$ cat src/rtl/pcu_pkg.sv
package pcu_pkg;
    localparam int PC_W      = 13;
    localparam int PAGE_W    = 3;
    localparam int OFS_W     = PC_W - PAGE_W;
    localparam int DATA_W    = 8;
    localparam int STK_DEPTH = 8;

    localparam int ST_C   = 0;
    localparam int ST_DC  = 1;
    localparam int ST_Z   = 2;
    localparam int ST_PD  = 3;
    localparam int ST_TO  = 4;
    localparam int ST_PG  = 5;

    typedef enum logic [2:0] {
        SRC_HOLD,
        SRC_SEQ,
        SRC_JMP,
        SRC_CALL,
        SRC_LOW,
        SRC_RET
    } pc_src_e;
endpackage

$ cat src/rtl/pcu_src_sel.sv
module pcu_src_sel
    import pcu_pkg::*;
(
    input  logic    fetch_i,
    input  logic    jump_i,
    input  logic    call_i,
    input  logic    low_wr_i,
    input  logic    ret_i,
    output pc_src_e src_o
);
    always_comb begin
        if (ret_i)         src_o = SRC_RET;
        else if (call_i)   src_o = SRC_CALL;
        else if (jump_i)   src_o = SRC_JMP;
        else if (low_wr_i) src_o = SRC_LOW;
        else if (fetch_i)  src_o = SRC_SEQ;
        else               src_o = SRC_HOLD;
    end
endmodule

$ cat src/rtl/pcu_ret_stack.sv
module pcu_ret_stack #(
    parameter int W     = 13,
    parameter int DEPTH = 8
) (
    input  logic         clk,
    input  logic         rst_n,
    input  logic         push_i,
    input  logic         pop_i,
    input  logic [W-1:0] push_val_i,
    output logic [W-1:0] top_o
);
    localparam int PTR_W = (DEPTH > 1) ? $clog2(DEPTH) : 1;
    localparam int CNT_W = $clog2(DEPTH + 1);

    typedef struct packed {
        logic [PTR_W-1:0] ptr;
        logic [CNT_W-1:0] cnt;
    } stk_ctl_t;

    stk_ctl_t         ctl_d, ctl_q;
    logic [W-1:0]     mem_d [DEPTH];
    logic [W-1:0]     mem_q [DEPTH];
    logic [PTR_W-1:0] ptr_inc, ptr_dec;

    always_comb begin
        ptr_inc = (ctl_q.ptr == PTR_W'(DEPTH - 1)) ? '0 : ctl_q.ptr + 1'b1;
        ptr_dec = (ctl_q.ptr == '0) ? PTR_W'(DEPTH - 1) : ctl_q.ptr - 1'b1;
        top_o   = (ctl_q.cnt == '0) ? mem_q[ctl_q.ptr] : mem_q[ptr_dec];
    end

    always_comb begin
        ctl_d = ctl_q;
        for (int i = 0; i < DEPTH; i++) mem_d[i] = mem_q[i];
        if (push_i) begin
            mem_d[ctl_q.ptr] = push_val_i;
            ctl_d.ptr        = ptr_inc;
            if (ctl_q.cnt != CNT_W'(DEPTH)) ctl_d.cnt = ctl_q.cnt + 1'b1;
        end else if (pop_i && ctl_q.cnt != '0) begin
            ctl_d.ptr = ptr_dec;
            ctl_d.cnt = ctl_q.cnt - 1'b1;
        end
    end

    always_ff @(posedge clk or negedge rst_n) begin
        if (!rst_n) begin
            ctl_q <= '0;
            for (int i = 0; i < DEPTH; i++) mem_q[i] <= '0;
        end else begin
            ctl_q <= ctl_d;
            for (int i = 0; i < DEPTH; i++) mem_q[i] <= mem_d[i];
        end
    end
endmodule

$ cat src/rtl/pcu_status.sv
module pcu_status
    import pcu_pkg::*;
(
    input  logic              clk,
    input  logic              rst_n,
    input  logic              st_wr_i,
    input  logic [DATA_W-1:0] st_data_i,
    input  logic              alu_upd_i,
    input  logic              alu_zero_i,
    input  logic              alu_dc_i,
    input  logic              alu_c_i,
    input  logic              sleep_i,
    input  logic              wdclr_i,
    input  logic              wdto_i,
    output logic [DATA_W-1:0] status_o
);
    typedef struct packed {
        logic [PAGE_W-1:0] page;
        logic              to;
        logic              pd;
        logic              z;
        logic              dc;
        logic              c;
    } st_t;

    st_t st_d, st_q;

    always_comb begin
        st_d = st_q;
        if (alu_upd_i) begin
            st_d.z  = alu_zero_i;
            st_d.dc = alu_dc_i;
            st_d.c  = alu_c_i;
        end
        if (st_wr_i) begin
            st_d.page = st_data_i[ST_PG +: PAGE_W];
            st_d.z    = st_data_i[ST_Z];
            st_d.dc   = st_data_i[ST_DC];
            st_d.c    = st_data_i[ST_C];
        end
        if (wdto_i)                  st_d.to = 1'b0;
        else if (sleep_i || wdclr_i) st_d.to = 1'b1;
        if (wdclr_i)                 st_d.pd = 1'b1;
        else if (sleep_i)            st_d.pd = 1'b0;
    end

    always_ff @(posedge clk or negedge rst_n) begin
        if (!rst_n) begin
            st_q    <= '0;
            st_q.to <= 1'b1;
            st_q.pd <= 1'b1;
        end else begin
            st_q <= st_d;
        end
    end

    assign status_o = st_q;
endmodule

$ cat src/rtl/pcu_top.sv
module pcu_top
    import pcu_pkg::*;
(
    input  logic              clk,
    input  logic              rst_n,
    input  logic              fetch_i,
    input  logic              jump_i,
    input  logic              call_i,
    input  logic              low_wr_i,
    input  logic              ret_i,
    input  logic              sleep_i,
    input  logic              wdclr_i,
    input  logic              wdto_i,
    input  logic [OFS_W-1:0]  tgt_addr_i,
    input  logic [DATA_W-1:0] low_data_i,
    input  logic              alu_upd_i,
    input  logic              alu_zero_i,
    input  logic              alu_dc_i,
    input  logic              alu_c_i,
    input  logic              st_wr_i,
    input  logic [DATA_W-1:0] st_data_i,
    output logic [PC_W-1:0]   pc_o,
    output logic [DATA_W-1:0] status_o
);
    localparam int GAP_W = OFS_W - DATA_W;

    typedef struct packed {
        logic [PC_W-1:0] pc;
    } pc_state_t;

    pc_state_t         pc_d, pc_q;
    pc_src_e           src;
    logic [PC_W-1:0]   pc_inc;
    logic [PC_W-1:0]   stk_top;
    logic [PAGE_W-1:0] page;
    logic              push, pop;

    pcu_src_sel u_sel (
        .fetch_i  (fetch_i),
        .jump_i   (jump_i),
        .call_i   (call_i),
        .low_wr_i (low_wr_i),
        .ret_i    (ret_i),
        .src_o    (src)
    );

    pcu_status u_status (
        .clk        (clk),
        .rst_n      (rst_n),
        .st_wr_i    (st_wr_i),
        .st_data_i  (st_data_i),
        .alu_upd_i  (alu_upd_i),
        .alu_zero_i (alu_zero_i),
        .alu_dc_i   (alu_dc_i),
        .alu_c_i    (alu_c_i),
        .sleep_i    (sleep_i),
        .wdclr_i    (wdclr_i),
        .wdto_i     (wdto_i),
        .status_o   (status_o)
    );

    pcu_ret_stack #(.W(PC_W), .DEPTH(STK_DEPTH)) u_stack (
        .clk        (clk),
        .rst_n      (rst_n),
        .push_i     (push),
        .pop_i      (pop),
        .push_val_i (pc_inc),
        .top_o      (stk_top)
    );

    assign page   = status_o[ST_PG +: PAGE_W];
    assign pc_inc = pc_q.pc + 1'b1;
    assign push   = (src == SRC_CALL);
    assign pop    = (src == SRC_RET);

    always_comb begin
        pc_d = pc_q;
        case (src)
            SRC_SEQ:           pc_d.pc = pc_inc;
            SRC_JMP, SRC_CALL: pc_d.pc = {page, tgt_addr_i};
            SRC_LOW:           pc_d.pc = {page, {GAP_W{1'b0}}, low_data_i};
            SRC_RET:           pc_d.pc = stk_top;
            default:           pc_d.pc = pc_q.pc;
        endcase
    end

    always_ff @(posedge clk or negedge rst_n) begin
        if (!rst_n) pc_q <= '0;
        else        pc_q <= pc_d;
    end

    assign pc_o = pc_q.pc;
endmodule

$ cat config.mk
export PLATFORM = sky130hd
export DESIGN_NAME = pcu_top
export DESIGN_NICKNAME = d
export VERILOG_FILES = /design/src/rtl/pcu_pkg.sv /design/src/rtl/pcu_src_sel.sv /design/src/rtl/pcu_ret_stack.sv /design/src/rtl/pcu_status.sv /design/src/rtl/pcu_top.sv
export SDC_FILE = /design/constraint.sdc
export NUM_CORES = 1
export LEC_CHECK = 0
export BUFFER_PORTS_ARGS = -buffer_cell sky130_fd_sc_hd__buf_2
export CAP_MARGIN = 30
export CORE_MARGIN = 2
export CORE_UTILIZATION = 50
export DETAILED_ROUTE_END_ITERATION = 16
export PLACE_DENSITY_LB_ADDON = 0.2
export SYNTH_ARGS = -nofsm -noshare
export SYNTH_HDL_FRONTEND = slang
export SYNTH_SLANG_ARGS = --single-unit
$ cat constraint.sdc
create_clock -name clk -period 2.6 [get_ports clk]
set_input_delay 0.39 -clock clk [delete_from_list [all_inputs] [get_ports clk]]
set_output_delay 0.39 -clock clk [all_outputs]
set_load 0.03 [all_outputs]
; Word level (Yosys, flattened, before mapping)
; Cells that the tools add are included.
[op_classes]
addsub = 5
order_cmp = 3
n_eq_ne = 8
muxes = 27
bitwise = 2
reduce_logical = 13
[op_table]
columns = cell, n
row1 = 104-bit bitwise mux, 1
row2 = 13-bit binary-select mux with 3-bit select, 2
row3 = 13-bit 2-to-1 mux, 6
row4 = 13-bit one-hot mux with 4 select lines, 1
row5 = 13-bit demux with 3-bit select, 1
row6 = 3-bit 2-to-1 mux, 8
row7 = 7-bit 2-to-1 mux, 2
row8 = "13-bit by 1-bit adder with 13-bit output, second input constant", 1
row9 = "3-bit equality test, second input constant", 3
row10 = "4-bit >= comparator, second input constant", 2
row11 = 3-bit inverter with 4-bit output, 2
row12 = 2-bit nonzero test, 4
row13 = 4-bit nonzero test, 2
row14 = "3-bit by 2-bit equality test with 1-bit output, second input constant", 2
row15 = 1-bit 2-to-1 mux, 5
row16 = "4-bit by 1-bit adder with 4-bit output, second input constant", 1
row17 = 4-bit logical NOT, 1
row18 = "4-bit by 1-bit < comparator with 1-bit output, second input constant", 1
row19 = 4-bit 2-to-1 mux, 1
row20 = "4-bit inequality test, second input constant", 1
row21 = "4-bit by 1-bit subtractor with 4-bit output, second input constant", 1
row22 = "3-bit by 1-bit adder with 3-bit output, second input constant", 1
row23 = "3-bit by 1-bit equality test with 1-bit output, second input constant", 1
row24 = 3-bit logical NOT, 1
row25 = 6 further kinds, 7
[totals]
regBits = 132
in_bits = 41
out_inout_bits = 21

; Longest topological paths before layout
[logic_depth]
ltp_word = 9
mapped_depth = 12

; Hierarchy
; From an unflattened synthesis, not the netlist that was laid out.
[unflattened]
hier_cells = 562
hier_area_um2 = 7561.0
[by_module_without_submodules]
columns = module, instances, cells_each, area_each_um2
row1 = pcu_ret_stack, 1, 402, 6033.3
row2 = pcu_top, 1, 130, 1163.6
row3 = pcu_status, 1, 25, 335.3
row4 = pcu_src_sel, 1, 5, 28.8

; Worst setup path before layout
; No wires, ideal clock.
[synth_path]
path_type = register to register
from = register u_stack.ctl_q[5] in the netlist's numbering
to = register pc_q, in the netlist pc_o[0]
setup_ps = 144
arrival_ps = 2507
required_ps = 2456
slack_ps = -51
stages_incl_launch_ff = 12
n_path_buf = 4
path_cell_list = dfrtp_1 -> buf_2 -> buf_2 -> inv_1 -> ha_1 -> buf_6 -> a21oi_1 -> buf_6 -> mux4_2 -> mux2_2 -> nand2_1 -> a32oi_1
[synth_between]
elab_chain_cells = 8
[synth_rtl]
columns = item, line_no
row1 = start: declaration, pcu_ret_stack.sv:20  ; stk_ctl_t ctl_d, ctl_q;
row2 = start signal: assignment, pcu_ret_stack.sv:49  ; ctl_q <= ctl_d;
row3 = 3-bit by 1-bit subtractor with 3-bit output / 3-bit logical NOT (equally long branches), pcu_ret_stack.sv:27  ; ptr_dec = (ctl_q.ptr == '0) ? PTR_W'(DEPTH - 1) : ctl_q.ptr - 1'b1;
row4 = 3-bit 2-to-1 mux, pcu_ret_stack.sv:27
row5 = 3-bit inverter with 4-bit output (not written as such), pcu_ret_stack.sv:28  ; top_o = (ctl_q.cnt == '0) ? mem_q[ctl_q.ptr] : mem_q[ptr_dec];
row6 = 13-bit binary-select mux with 3-bit select, pcu_ret_stack.sv:28
row7 = 13-bit 2-to-1 mux (not written as such) (2 in a row), pcu_ret_stack.sv:28
row8 = 13-bit 2-to-1 mux (*), pcu_ret_stack.sv:28
row9 = 13-bit one-hot mux with 4 select lines (*), pcu_top.sv:78  ; case (src)
row10 = end signal: assignment, pcu_top.sv:89  ; else pc_q <= pc_d;
row11 = end: declaration, pcu_top.sv:31  ; pc_state_t pc_d, pc_q;
; Mark *: on every way between the ends. The rest lies on a longest branch, timed or not. The select of a mux whose other input is x is not followed.
; A chain may end at the register's enable or synchronous reset.

; Worst setup path after layout
[layout_path]
from = register u_stack.ctl_q[5] in the netlist's numbering
to = register pc_q, in the netlist pc_o[12]
; Same word-level chain as after synthesis.

==> results_tabular.tex <==
\begin{tabular}{lr}
\hline
Metric & Value \\
\hline
\multicolumn{2}{l}{\textbf{Place}} \\
\quad Port buffer count & 59 \\
\quad Place WS & 148 ps \\
\quad Final GP Congestion & 0.904 \\
\quad Post-DP HPWL & between 10000 and 15000 um \\
\multicolumn{2}{l}{\textbf{Yosys}} \\
\quad Multiplexer fraction of the synthesized cell area & 0.191 \\
\quad Main combinational cell family by area after synthesis & multiplexers \\
\quad Area share of fa/ha/maj cells after synthesis & 0.0118 \\
\quad Post-Synth XOR/XNOR Area & 0.0225 \\
\quad Fraction of synthesis flops using an asynchronous set or reset pin & 1.00 \\
\quad Synth unique cells & between 60 and 70 \\
\quad Cell area after synthesis & 7400 um\^{}2 \\
\quad Sequential fraction of the synthesis area & 0.447 \\
\quad Flip-flop cell with the highest count after synthesis & dfrtp\_1 \\
\quad Number of nets produced by synthesis & 774 \\
\quad Count of flip-flops with a built-in enable after synthesis & 0 \\
\quad Simple-gate portion of the synthesized area & 0.127 \\
\quad Warning count from the yosys run & 0 \\
\quad Syn\_area\_per\_cell & 10.2 um\^{}2 \\
\quad Synthesis-stage register bit count & between 100 and 150 \\
\quad Synthesized-area fraction occupied by ao, oa, aoi and oai cells & 0.157 \\
\quad Synthesized instance count & around 730 \\
\multicolumn{2}{l}{\textbf{Timing}} \\
\quad Final setup violation count & 0 \\
\quad Part of the cycle the worst path needs & 0.925 \\
\quad Number of failing hold endpoints at the final stage & 0 \\
\quad Final total negative setup slack & 0 ps \\
\quad Final critical delay including setup and external delays & 2400 ps \\
\quad Post-route clock skew & $\sim$12 ps \\
\quad Max-slew violation total from the final report & 0 \\
\quad Highest clock rate & around 420 MHz \\
\quad Worst-case headroom to the max-slew limit & 0.413 \\
\quad Post-route worst setup slack & 196 ps \\
\quad Unrepaired setup endpoints after global routing & no \\
\quad Worst-case hold slack & about 81 ps \\
\quad Transition time of the tightest slew-check pin & 874 ps \\
\multicolumn{2}{l}{\textbf{Job}} \\
\quad Max-cap violations & 0 \\
\multicolumn{2}{l}{\textbf{Floorplan}} \\
\quad CORE AREA & around 14000 um\^{}2 \\
\quad Die outline height & 126 um \\
\quad Die outline area & 15800 um\^{}2 \\
\quad Row cnt & 44 \\
\quad I/O pin cnt & 62 \\
\quad DIE WIDTH & $\sim$130 um \\
\quad Starting utilization of the core area & 0.511 \\
\multicolumn{2}{l}{\textbf{Clock network}} \\
\quad Reg clk slew, reported paths & 60 ps \\
\quad Number of buffers inserted during clock tree synthesis & 17 \\
\quad Clock tree buffer depth & 2 \\
\quad Library cell used as clock root buffer & clkbuf\_16 \\
\quad Sinks on Clock Net & 132 \\
\quad Clock latency reported for the late side of the worst-skew pair & around 430 ps \\
\quad Clock tree from TritonCTS & done \\
\quad Number of levels in the clock H-tree & 4 \\
\quad Number of gates given a new drive strength after cts & 0 \\
\multicolumn{2}{l}{\textbf{Min path}} \\
\quad Worst hold path class & in2reg \\
\multicolumn{2}{l}{\textbf{Setup path}} \\
\quad Kind of critical path & reg2reg \\
\quad Data required, critical path & 2910 ps \\
\quad Element type at the critical path start & register \\
\quad CP bufs+invs & 2 \\
\quad Maximum fanout count along the critical path & 14 \\
\quad Data arrival time of the critical path & 2710 ps \\
\quad Crit end category & register \\
\quad Crit path max-delay cell type & mux4\_2 \\
\quad Cells along the critical path & inv\_1 > ha\_1 > nor3\_2 > a21oi\_2 > buf\_12 > mux4\_2 > mux2i\_1 > a32oi\_1 > a21boi\_1 \\
\quad Largest stage delay on the critical path & 500 ps \\
\quad Crit path max-delay family & multiplexers \\
\multicolumn{2}{l}{\textbf{Cells and area}} \\
\quad Count of fill cells added during filler insertion & around 1200 \\
\quad Area grow syn2layout & 18.0\% \\
\quad Share of final-layout standard cells stronger than drive strength 1 & 0.261 \\
\quad Number of diodes & 0 \\
\quad Final-stage net count & 850 \\
\multicolumn{2}{l}{\textbf{Global routing}} \\
\quad Global-route congestion overflow total & 0 \\
\quad Total global-route track usage & 0.279 \\
\quad First-pass GRT wire length & 34100 um \\
\quad Via count of the first global-routing pass & 6254 \\
\quad Largest net degree at the start of global routing & 50 \\
\quad Number of antenna violations at the first check in global routing & 0 \\
\multicolumn{2}{l}{\textbf{Outcome}} \\
\quad Run status & completed \\
\multicolumn{2}{l}{\textbf{Drt}} \\
\quad DRC viols & 0 \\
\quad Final Routed Wirelength & 21000 um \\
\quad Routed length per instance & about 21 um \\
\quad Count of routing violations after the opening detailed-route iteration & 451 \\
\quad First-pass iteration count of the detailed router & 5 \\
\quad Vias per cell & 6.21 \\
\quad Total via count after detailed routing & 6202 \\
\quad Remaining antenna violation count & 0 \\
\multicolumn{2}{l}{\textbf{Power}} \\
\quad Static leakage power & 3.79 nW \\
\quad Power Density & 1500 nW/um\^{}2 \\
\quad Worst vdd ir & 0.592 mV \\
\hline
\end{tabular}
==> report_power, final <==
group | switching [mW] | internal (mW) | total (mW)
Sequential | 0.933 | 3.04 | 3.97
Clock | 0.883 | 1.58 | 2.46
Combinational | 3.48 | 3.19 | 6.67
Total | 5.29 | 7.81 | 13.1
==> kinds of logic (layout without fill, tap and decap cells) <==
kind of cell / Yosys count / after routing
mux: 92 / 92
xor+xnor: 19 / 19
simple gates: 212 / 212
flops: 132 / 132
compound gates: 199 / 199
buf+inv: 65 / 154
fa+ha+maj: 7 / 7
==> Yosys cell counts (14+ instances only) <==
library cell	instances	share of area
a21oi_1	63	0.043
mux2i_1	31	0.042
mux4_2	37	0.11
o21ai_1	35	0.024
nor2_1	80	0.041
dfrtp_1	130	0.44
nand3_1	14	0.0095
nand2_1	74	0.038
buf_2	21	0.014
clkbuf_1	22	0.011
mux2_2	21	0.032
o21ai_0	39	0.026
==> path summary, 6_finish.rpt <==
kind	start	to	slack (ps)	cells past startpoint
setup / recovery	u_stack.ctl_q[5]$_DFFE_PN0P_	pc_o[12]$_DFFE_PN0P_	200	9
hold / removal	wdto_i	u_status.status_o[4]$_DFFE_PN1P_	80	2
setup reg to reg	u_stack.ctl_q[5]$_DFFE_PN0P_	pc_o[12]$_DFFE_PN0P_	200	9
hold reg to reg	u_stack.mem_q[49]$_DFFE_PN0P_	u_stack.mem_q[49]$_DFFE_PN0P_	520	2
max in group asynchronous	rst_n	u_status.status_o[4]$_DFFE_PN1P_	1370	3
min in group asynchronous	rst_n	u_stack.ctl_q[0]$_DFFE_PN0P_	520	2
==> metal layers <==
layer / wire [um] / vias up / GRT usage
met5: 0 / - / 0
met4: 503 / 0 / 0.116
met3: 1750 / 40 / 0.0739
met2: 9920 / 279 / 0.434
met1: 8780 / 3085 / 0.374
li1: - / 2798 / -
==> flip-flops by register name, summed over array words and instances, names as in the netlist <==
signal	count
u_status.status_o	8
pc_o	13
u_stack.ctl_q	7
u_stack.mem_q	104
==> worst reg2reg max path, cell delays in order (launching register included) <==
cell and delay [ps]:
dfrtp_1 380, inv_1 150, ha_1 250, nor3_2 70, a21oi_2 180, buf_12 200
mux4_2 510, mux2i_1 260, a32oi_1 150, a21boi_1 150
==> cell usage in the layout, fill, tap and decap left out, drive strengths merged, types with 6 or more instances in the layout <==
cell type    n
o22ai       12
o21ai       74
mux2        24
nand3       14
nor2        81
mux4        37
buf        107
a31oi        8
dfrtp      130
a211oi       6
mux2i       31
nand2b      10
xnor2       11
clkbuf      24
a21oi       63
nor3        12
nand2       76
xor2         8
inv         14
ha           7
==> final cells by class <==
class | count | area [um^2] | area share
clock buffers | 24 | 482 | 0.0551
clock inverters | 8 | 124 | 0.0142
inverters | 14 | 52.6 | 0.00602
multi-input cells | 529 | 3800 | 0.435
flip-flops and latches | 132 | 3310 | 0.379
well taps | 184 | 230 | 0.0264
repair buffers | 108 | 743 | 0.0851
==> what timing repair did <==
item | in CTS | in global routing
buffers inserted | 0 | 1
hold endpoints to repair | 11 | 0
endpoints found under the setup margin | 0 | 1
hold buffers | 1 | 0
==> metrics by stage <==
stage / util / power [mW] / cell area, um^2 / instances
2_1_floorplan: - / 8.49 / 7410 / 726
4_1_cts: 0.603 / 13.0 / 8730 / 998
3_5_place_dp: 0.560 / 10.5 / 8110 / 965
6_report: 0.603 / 13.1 / 8730 / 999
5_1_grt: 0.603 / 13.9 / 8730 / 999
3_3_place_gp: 0.560 / 10.2 / 8110 / 965
Power figures use the tool's default switching activity.
